<file path="src/rtl/adc_seq_pkg.sv">
package adc_seq_pkg;

   typedef enum logic [1:0] {
      ST_IDLE  = 2'd0,
      ST_WAIT  = 2'd1,
      ST_CONV  = 2'd2,
      ST_DRAIN = 2'd3
   } seq_state_e;

   // integer power used to build the delay unit table at elaboration
   function automatic int unsigned ipow(input int unsigned base, input int unsigned exp);
      int unsigned r;
      r = 1;
      for (int unsigned i = 0; i < exp; i++) r = r * base;
      return r;
   endfunction

endpackage

</file>
<file path="src/rtl/adc_seq_delay.sv">
module adc_seq_delay
   import adc_seq_pkg::*;
#(
   parameter int CNT_W = 8,
   parameter int SEL_W = 2,
   parameter int RADIX = 10
) (
   input  logic             clk,
   input  logic             rst_n,
   input  logic             run,
   input  logic [CNT_W-1:0] count,
   input  logic [SEL_W-1:0] unit_sel,
   output logic             done
);
   localparam int NSEL     = 2 ** SEL_W;
   localparam int MAX_UNIT = ipow(RADIX, NSEL - 1);
   localparam int TICK_W   = (MAX_UNIT > 1) ? $clog2(MAX_UNIT) : 1;

   initial begin : prm_chk
      assert (RADIX >= 2) else $error("RADIX must be at least 2");
      assert (CNT_W >= 1 && SEL_W >= 1) else $error("delay field widths must be positive");
   end

   logic [TICK_W-1:0] unit_last [NSEL];
   for (genvar g = 0; g < NSEL; g++) begin : g_unit
      assign unit_last[g] = TICK_W'(ipow(RADIX, g) - 1);
   end

   logic [TICK_W-1:0] tick_q;
   logic [CNT_W-1:0]  units_q;
   logic [TICK_W-1:0] cur_last;
   logic              unit_end;

   assign cur_last = unit_last[unit_sel];
   assign unit_end = (tick_q == cur_last);
   assign done     = run && unit_end && (units_q == count);

   always_ff @(posedge clk or negedge rst_n) begin
      if (!rst_n) begin
         tick_q  <= '0;
         units_q <= '0;
      end else if (!run) begin
         tick_q  <= '0;
         units_q <= '0;
      end else if (unit_end) begin
         tick_q  <= '0;
         units_q <= units_q + 1'b1;
      end else begin
         tick_q  <= tick_q + 1'b1;
      end
   end


   dly_fresh_chk: assert property (@(posedge clk) disable iff (!rst_n)
      $rose(run) |-> (tick_q == '0 && units_q == '0));

endmodule

</file>
<file path="src/rtl/adc_seq_fifo.sv">
module adc_seq_fifo #(
   parameter int DATA_W = 15,
   parameter int DEPTH  = 32,
   localparam int PTR_W = $clog2(DEPTH),
   localparam int CNT_W = PTR_W + 1
) (
   input  logic              clk,
   input  logic              rst_n,
   input  logic              wr_en,
   input  logic [DATA_W-1:0] wr_data,
   input  logic              rd_en,
   input  logic              ovf_clr,
   output logic [DATA_W-1:0] rd_data,
   output logic [CNT_W-1:0]  count,
   output logic              full,
   output logic              empty,
   output logic              overflow
);
   initial begin : prm_chk
      assert (DEPTH >= 2 && (DEPTH & (DEPTH - 1)) == 0)
         else $error("DEPTH must be a power of two, at least 2");
   end

   logic [DATA_W-1:0] mem [DEPTH];
   logic [PTR_W-1:0]  wp_q, rp_q;
   logic [CNT_W-1:0]  cnt_q;
   logic              wr_ok, rd_ok;

   assign full    = (cnt_q == CNT_W'(DEPTH));
   assign empty   = (cnt_q == '0);
   assign count   = cnt_q;
   assign wr_ok   = wr_en && !full;
   assign rd_ok   = rd_en && !empty;
   assign rd_data = empty ? '0 : mem[rp_q];

   always_ff @(posedge clk) begin
      if (wr_ok) mem[wp_q] <= wr_data;
   end

   always_ff @(posedge clk or negedge rst_n) begin
      if (!rst_n) begin
         wp_q     <= '0;
         rp_q     <= '0;
         cnt_q    <= '0;
         overflow <= 1'b0;
      end else begin
         if (wr_ok) wp_q <= wp_q + 1'b1;
         if (rd_ok) rp_q <= rp_q + 1'b1;
         case ({wr_ok, rd_ok})
            2'b10:   cnt_q <= cnt_q + 1'b1;
            2'b01:   cnt_q <= cnt_q - 1'b1;
            default: cnt_q <= cnt_q;
         endcase
         if (ovf_clr)            overflow <= 1'b0;
         else if (wr_en && full) overflow <= 1'b1;
      end
   end


   occupancy_chk: assert property (@(posedge clk) disable iff (!rst_n)
      cnt_q <= CNT_W'(DEPTH));


   ovf_sticky_chk: assert property (@(posedge clk) disable iff (!rst_n)
      (overflow && !ovf_clr) |=> overflow);


   empty_read_chk: assert property (@(posedge clk) disable iff (!rst_n)
      (empty && rd_en && !wr_en) |=> empty);


   pushpop_chk: assert property (@(posedge clk) disable iff (!rst_n)
      (wr_en && rd_en && !full && !empty) |=> (cnt_q == $past(cnt_q)));

endmodule

</file>
<file path="src/rtl/adc_seq_ctrl.sv">
module adc_seq_ctrl
   import adc_seq_pkg::*;
#(
   parameter int NUM_ENT = 8,
   parameter int CH_W    = 3,
   parameter int CODE_W  = 12,
   localparam int IDX_W  = $clog2(NUM_ENT),
   localparam int LIST_W = NUM_ENT * CH_W,
   localparam int WORD_W = CH_W + CODE_W
) (
   input  logic              clk,
   input  logic              rst_n,
   input  logic              enable,
   input  logic              continuous,
   input  logic              start,
   input  logic              stop,
   input  logic [LIST_W-1:0] list,
   input  logic [IDX_W-1:0]  last_idx,
   input  logic              dly_done,
   input  logic              conv_ack,
   input  logic [CODE_W-1:0] conv_code,
   output logic              dly_run,
   output logic              conv_req,
   output logic [CH_W-1:0]   conv_chan,
   output logic              push,
   output logic [WORD_W-1:0] push_word,
   output logic              busy,
   output logic              run_start
);
   initial begin : prm_chk
      assert (NUM_ENT >= 2 && (NUM_ENT & (NUM_ENT - 1)) == 0)
         else $error("NUM_ENT must be a power of two, at least 2");
   end

   logic [CH_W-1:0] slot [NUM_ENT];
   for (genvar g = 0; g < NUM_ENT; g++) begin : g_slot
      assign slot[g] = list[g*CH_W +: CH_W];
   end

   seq_state_e       state_q;
   logic [IDX_W-1:0] idx_q;
   logic             halt;
   logic             last;

   assign halt      = stop || !enable;
   assign last      = (idx_q == last_idx);
   assign run_start = (state_q == ST_IDLE) && start && !halt;
   assign busy      = (state_q != ST_IDLE);
   assign dly_run   = (state_q == ST_WAIT);
   assign conv_req  = (state_q == ST_CONV) || (state_q == ST_DRAIN);
   assign conv_chan = slot[idx_q];
   assign push      = (state_q == ST_CONV) && conv_ack && !halt;
   assign push_word = {conv_chan, conv_code};

   always_ff @(posedge clk or negedge rst_n) begin
      if (!rst_n) begin
         state_q <= ST_IDLE;
         idx_q   <= '0;
      end else begin
         case (state_q)
            ST_IDLE: if (run_start) begin
               state_q <= ST_WAIT;
               idx_q   <= '0;
            end
            ST_WAIT: begin
               if (halt)          state_q <= ST_IDLE;
               else if (dly_done) state_q <= ST_CONV;
            end
            ST_CONV: begin
               if (halt) begin
                  state_q <= conv_ack ? ST_IDLE : ST_DRAIN;
               end else if (conv_ack) begin
                  if (!last) begin
                     idx_q   <= idx_q + 1'b1;
                     state_q <= ST_WAIT;
                  end else if (continuous) begin
                     idx_q   <= '0;
                     state_q <= ST_WAIT;
                  end else begin
                     state_q <= ST_IDLE;
                  end
               end
            end
            ST_DRAIN: if (conv_ack) state_q <= ST_IDLE;
            default: state_q <= ST_IDLE;
         endcase
      end
   end


   req_hold_chk: assert property (@(posedge clk) disable iff (!rst_n)
      (conv_req && !conv_ack) |=> (conv_req && $stable(conv_chan)));


   idle_quiet_chk: assert property (@(posedge clk) disable iff (!rst_n)
      (!busy && !run_start) |=> !busy);


   wrap_chk: assert property (@(posedge clk) disable iff (!rst_n)
      (push && last && continuous) |=> (idx_q == '0 && dly_run));


   single_end_chk: assert property (@(posedge clk) disable iff (!rst_n)
      (push && last && !continuous) |=> !busy);

endmodule

</file>
<file path="src/rtl/adc_seq_top.sv">
module adc_seq_top #(
   parameter int NUM_ENT    = 8,
   parameter int CH_W       = 3,
   parameter int CODE_W     = 12,
   parameter int FIFO_DEPTH = 32,
   parameter int DLY_CNT_W  = 8,
   parameter int DLY_SEL_W  = 2,
   parameter int DLY_RADIX  = 10,
   localparam int IDX_W     = $clog2(NUM_ENT),
   localparam int LIST_W    = NUM_ENT * CH_W,
   localparam int WORD_W    = CH_W + CODE_W,
   localparam int LVL_W     = $clog2(FIFO_DEPTH),
   localparam int CNT_W     = LVL_W + 1
) (
   input  logic              clk,
   input  logic              rst_n,
   input  logic              cfg_enable,
   input  logic              cfg_continuous,
   input  logic              cfg_irq_en,
   input  logic              start,
   input  logic              stop,
   input  logic [LIST_W-1:0] cfg_list,
   input  logic [IDX_W-1:0]  cfg_last_slot,
   input  logic [LVL_W-1:0]  cfg_irq_level,
   input  logic [DLY_CNT_W-1:0] cfg_dly_count,
   input  logic [DLY_SEL_W-1:0] cfg_dly_unit,
   output logic              conv_req,
   output logic [CH_W-1:0]   conv_chan,
   input  logic              conv_ack,
   input  logic [CODE_W-1:0] conv_code,
   input  logic              rd_en,
   output logic [WORD_W-1:0] rd_data,
   output logic [CNT_W-1:0]  fifo_count,
   output logic              fifo_full,
   output logic              fifo_empty,
   output logic              fifo_overflow,
   output logic              busy,
   output logic              irq
);
   logic              dly_run, dly_done, push, run_start;
   logic [WORD_W-1:0] push_word;

   adc_seq_ctrl #(.NUM_ENT(NUM_ENT), .CH_W(CH_W), .CODE_W(CODE_W)) u_ctrl (
      .clk(clk), .rst_n(rst_n),
      .enable(cfg_enable), .continuous(cfg_continuous),
      .start(start), .stop(stop),
      .list(cfg_list), .last_idx(cfg_last_slot),
      .dly_done(dly_done), .conv_ack(conv_ack), .conv_code(conv_code),
      .dly_run(dly_run), .conv_req(conv_req), .conv_chan(conv_chan),
      .push(push), .push_word(push_word), .busy(busy), .run_start(run_start)
   );

   adc_seq_delay #(.CNT_W(DLY_CNT_W), .SEL_W(DLY_SEL_W), .RADIX(DLY_RADIX)) u_delay (
      .clk(clk), .rst_n(rst_n), .run(dly_run),
      .count(cfg_dly_count), .unit_sel(cfg_dly_unit), .done(dly_done)
   );

   adc_seq_fifo #(.DATA_W(WORD_W), .DEPTH(FIFO_DEPTH)) u_fifo (
      .clk(clk), .rst_n(rst_n),
      .wr_en(push), .wr_data(push_word), .rd_en(rd_en), .ovf_clr(run_start),
      .rd_data(rd_data), .count(fifo_count),
      .full(fifo_full), .empty(fifo_empty), .overflow(fifo_overflow)
   );

   assign irq = cfg_irq_en && (fifo_count >= {1'b0, cfg_irq_level});


   irq_gate_chk: assert property (@(posedge clk) disable iff (!rst_n)
      (!cfg_irq_en) |-> !irq);


   no_push_idle_chk: assert property (@(posedge clk) disable iff (!rst_n)
      (!busy) |=> (fifo_count <= $past(fifo_count)));

endmodule

</file>
<file path="config.mk">
export PLATFORM = sky130hd
export DESIGN_NAME = adc_seq_top
export DESIGN_NICKNAME = d
export VERILOG_FILES = /design/src/rtl/adc_seq_pkg.sv /design/src/rtl/adc_seq_delay.sv /design/src/rtl/adc_seq_fifo.sv /design/src/rtl/adc_seq_ctrl.sv /design/src/rtl/adc_seq_top.sv
export SDC_FILE = /design/constraint.sdc
export NUM_CORES = 1
export LEC_CHECK = 0
export BUFFER_PORTS_ARGS = -buffer_cell sky130_fd_sc_hd__buf_4
export CAP_MARGIN = 20
export CELL_PAD_IN_SITES_DETAIL_PLACEMENT = 2
export CELL_PAD_IN_SITES_GLOBAL_PLACEMENT = 2
export CORE_MARGIN = 5
export CORE_UTILIZATION = 40
export CTS_BUF_LIST = sky130_fd_sc_hd__clkbuf_16
export DETAILED_ROUTE_END_ITERATION = 10
export PLACE_DENSITY = 0.79
export SYNTH_ARGS = -nofsm -noshare
export SYNTH_HDL_FRONTEND = slang
export SYNTH_SLANG_ARGS = --single-unit
</file>
<file path="constraint.sdc">
create_clock -name clk -period 2.8 [get_ports clk]
set_input_delay 0.28 -clock clk [delete_from_list [all_inputs] [get_ports clk]]
set_output_delay 0.28 -clock clk [all_outputs]
set_load 0.02 [all_outputs]
</file>
==> impl_metrics.csv <==
group,metric,value,unit
outcome,outcome,"finished with violations",
outcome,failed_checks,"setup timing",
layout,fillers,4601,
global_routing,grt_pass1_vias,13700,
sta,worst_hold_slack,0.0551,ns
worst_setup_path,r2r_start,"u_fifo.count[0]",
detailed_routing,ant_nets,0,
worst_setup_path,reg2reg_slack,0.16,ns
layout,nNetsFinal,1413,
detailed_routing,firstDrtPassIters,5,
sta,finalMaxSlewViolations,0,
worst_setup_path,critPathArrivalTime,2.82,ns
die,fp.coreArea,0.0524,mm^2
synthesis,synth_flop_cell,"edfxtp_1",
sta,setup_ws,-0.304,ns
layout,area_delta_synth_final,24.0,%
sta,setup_tns,-3.92,ns
worst_setup_path,critPathLaunchType,"flip-flop",
worst_setup_path,critPathBufInv,4,
synthesis,ys_seq_area_share,73.0,%
layout,drive_gt1_share,36.4,%
hold_path,hold_class,"input port to flip-flop",
worst_setup_path,worstSetupPathType,"flip-flop to primary output",
clock_tree,cts_buffers,56,
sta,period_needed,3.10,ns
synthesis,synthCells,1111,
layout,antenna_cells,0,
global_routing,grt.overflow.total,0,
pwr,leakage,8.90,nW
synthesis,synthTopCellsByArea,"edfxtp_1 68%, mux4_2 13%, dfrtp_1 4.7%",
sta,final.period_utilization,111,%
job,cap_violations,0,
worst_setup_path,r2r-end,"u_fifo.count[4]",
die,die_area,0.0575,mm^2
worst_setup_path,path_cells,"buf_12, buf_8, buf_12, mux4_2, a22oi_2, a21oi_2, a21o_1, buf_6",
clock_tree,clock_latency,0.63,ns
sta,fmax,322,MHz
place,hpwl,40500,um
die,start_util,40.2,%
worst_setup_path,cp_slowest_cell,"dfrtp_4",
sta,skew,0.0350,ns
sta,hold_viol,0,
layout,final_cell_mix,"480 x edfxtp_1, 172 x buf_4, 121 x mux4_2",
clock_tree,cts.sink_count,520,
pwr,p_total,25.9,mW
worst_setup_path,critPathMaxStageDelay,0.51,ns
global_routing,grt_pass1_wl,105000,um
synthesis,ys_ff_latch,520,
worst_setup_path,cp.required,2.52,ns
place,gp_congestion,0.773,
synthesis,synth_cell_type_count,57,
sta,relSlewSlack,56.2,%
global_routing,grt_usage,25.7,%
global_routing,grt_start_max_net_pins,41,
detailed_routing,drt-initial-drc-count,1355,
worst_setup_path,end_kind,"primary output",
worst_setup_path,cpLargestDelayFamily,"compound AO/OA/AOI/OAI gates",
sta,rsz0062_at_grt,"true",
detailed_routing,wl_per_cell,36.0,um
worst_setup_path,crit_fanout,6,
hold_path,whs_endpoint,"u_fifo.overflow",
synthesis,yosys.area.top_type,"edfxtp_1",
clock_tree,cts.reportedPaths.clkPinSlew,0.06,ns
die,ioPinCount,93,
synthesis,synth_edf_count,480,
synthesis,async_flop_share,7.69,%
detailed_routing,drt-total-wl,74400,um
place,port_buffers,92,
hold_path,hp-start,"start",
layout,mostFrequentLayoutCell,"edfxtp_1",
clock_tree,clockBufferDepth,3,
synthesis,avgSynthCellArea,19.0,um^2
place,post-place-ws,-0.0725,ns
sta,setup_viol,15,
pwr,powerDensity,988,mW/mm^2
detailed_routing,via_count,12500,
detailed_routing,drc,0,
synthesis,yosysWarnings,0,
synthesis,syn-num-nets,1190,
worst_setup_path,ff2ff_path_depth,12,
clock_tree,cts.htree.levels,2,
synthesis,synth_top_area_share,68.3,%
worst_setup_path,cp_common_cell,"buf_12",
die,row_count,84,
clock_tree,cts_root_buf,"clkbuf_16",
hold_path,min_path_cells,4,
sta,tightest_slew,0.657,ns
global_routing,antenna_found_initial,1,
die,die_height,240,um
detailed_routing,via_per_inst,6.05,
synthesis,syn-cell-area,0.0211,mm^2
pwr,vdd_drop_max,0.000474,V
die,die_w,240,um
clock_tree,cts_tree,"done",
==> flip-flops by register name, indices dropped and copies added (netlist names) <==
register / count
u_delay.units_q: 8
u_delay.tick_q: 10
u_fifo.mem: 480
u_fifo.rp_q: 5
u_fifo.overflow: 1
u_ctrl.state_q: 2
u_ctrl.idx_q: 3
u_fifo.wp_q: 5
u_fifo.count: 6
==> worst max path at each step <==
stage,slack [ns],endpoint,from,cells past startpoint
after detailed placement,-0.07,rd_data[14],u_fifo.rp_q[1],6
after global placement,0.05,rd_data[9],u_fifo.rp_q[1],6
after floorplan,-0.06,u_fifo.count[4],u_fifo.count[2],14
after global routing,-0.34,rd_data[13],u_fifo.rp_q[1],7
final,-0.30,rd_data[14],u_fifo.rp_q[1],8
after CTS,-0.31,rd_data[13],u_fifo.rp_q[1],7
==> cells by family (layout without fill, tap and decap cells) <==
kind of cell    Yosys count  in the layout  share of synthesized area [%]
simple gates            190            190                           4.45
flops                   520            520                           73.0
compound gates          117            117                           3.90
mux                     155            155                           14.6
buf+inv                  76            343                           1.57
fa+ha+maj                16             16                          0.949
xor+xnor                 37             37                           1.54
==> synth_stat cells, types with 16 or more instances <==
cell        n
a22oi_1    20
mux2i_1    28
a21oi_1    22
ha_1       16
nor3_1     21
xnor2_1    20
o21ai_0    18
mux4_2    121
dfrtp_1    40
inv_1      17
nand2_1    33
edfxtp_1  480
buf_2      18
xor2_1     17
clkbuf_1   32
nor2_1     64
==> per-layer routing <==
metal	vias up	routed length, um	track usage (%)
li1	4970	-	-
met1	6680	28800	33.4
met2	708	37200	42.7
met3	142	5380	4.88
met4	0	3010	10.7
met5	-	0	0.168
==> layout make-up <==
cell class / count / area [um^2] / share of cell area, %
Sequential cell: 520 / 15400 / 59.0
Multi-Input combinational cell: 515 / 5900 / 22.6
Timing Repair Buffer: 224 / 2240 / 8.56
Clock buffer: 57 / 1430 / 5.45
Tap cell: 688 / 861 / 3.29
Clock inverter: 45 / 249 / 0.951
Inverter: 17 / 63.8 / 0.244
==> metrics by stage <==
step	util, %	cell area, um^2	instances
5_1_grt	49.9	26200	2066
3_5_place_dp	44.3	23300	1919
4_1_cts	49.2	25800	2053
6_report	49.9	26200	2066
2_1_floorplan	-	21100	1111
3_3_place_gp	44.3	23300	1919
==> timing repair <==
action,in CTS,in global routing
pin swaps,21,15
hold buffers,2,0
cloned,7,2
setup buffers,24,11
endpoints found under the setup margin,20,17
resized for setup,93,42
endpoints found under the hold margin,42,0
==> power breakdown <==
group	switching (mW)	total [mW]	leakage (nW)	internal, mW
Clock	3.26	7.11	0.873	3.85
Combinational	5.21	9.97	3.20	4.76
Sequential	0.193	8.78	4.83	8.59
Total	8.67	25.9	8.90	17.2
==> worst min-delay path, stage by stage <==
cell	delay [ns]
buf_4	0.12
nand2_1	0.05
a21oi_1	0.06
nor2_1	0.09
(Power assumes the default switching activity.)
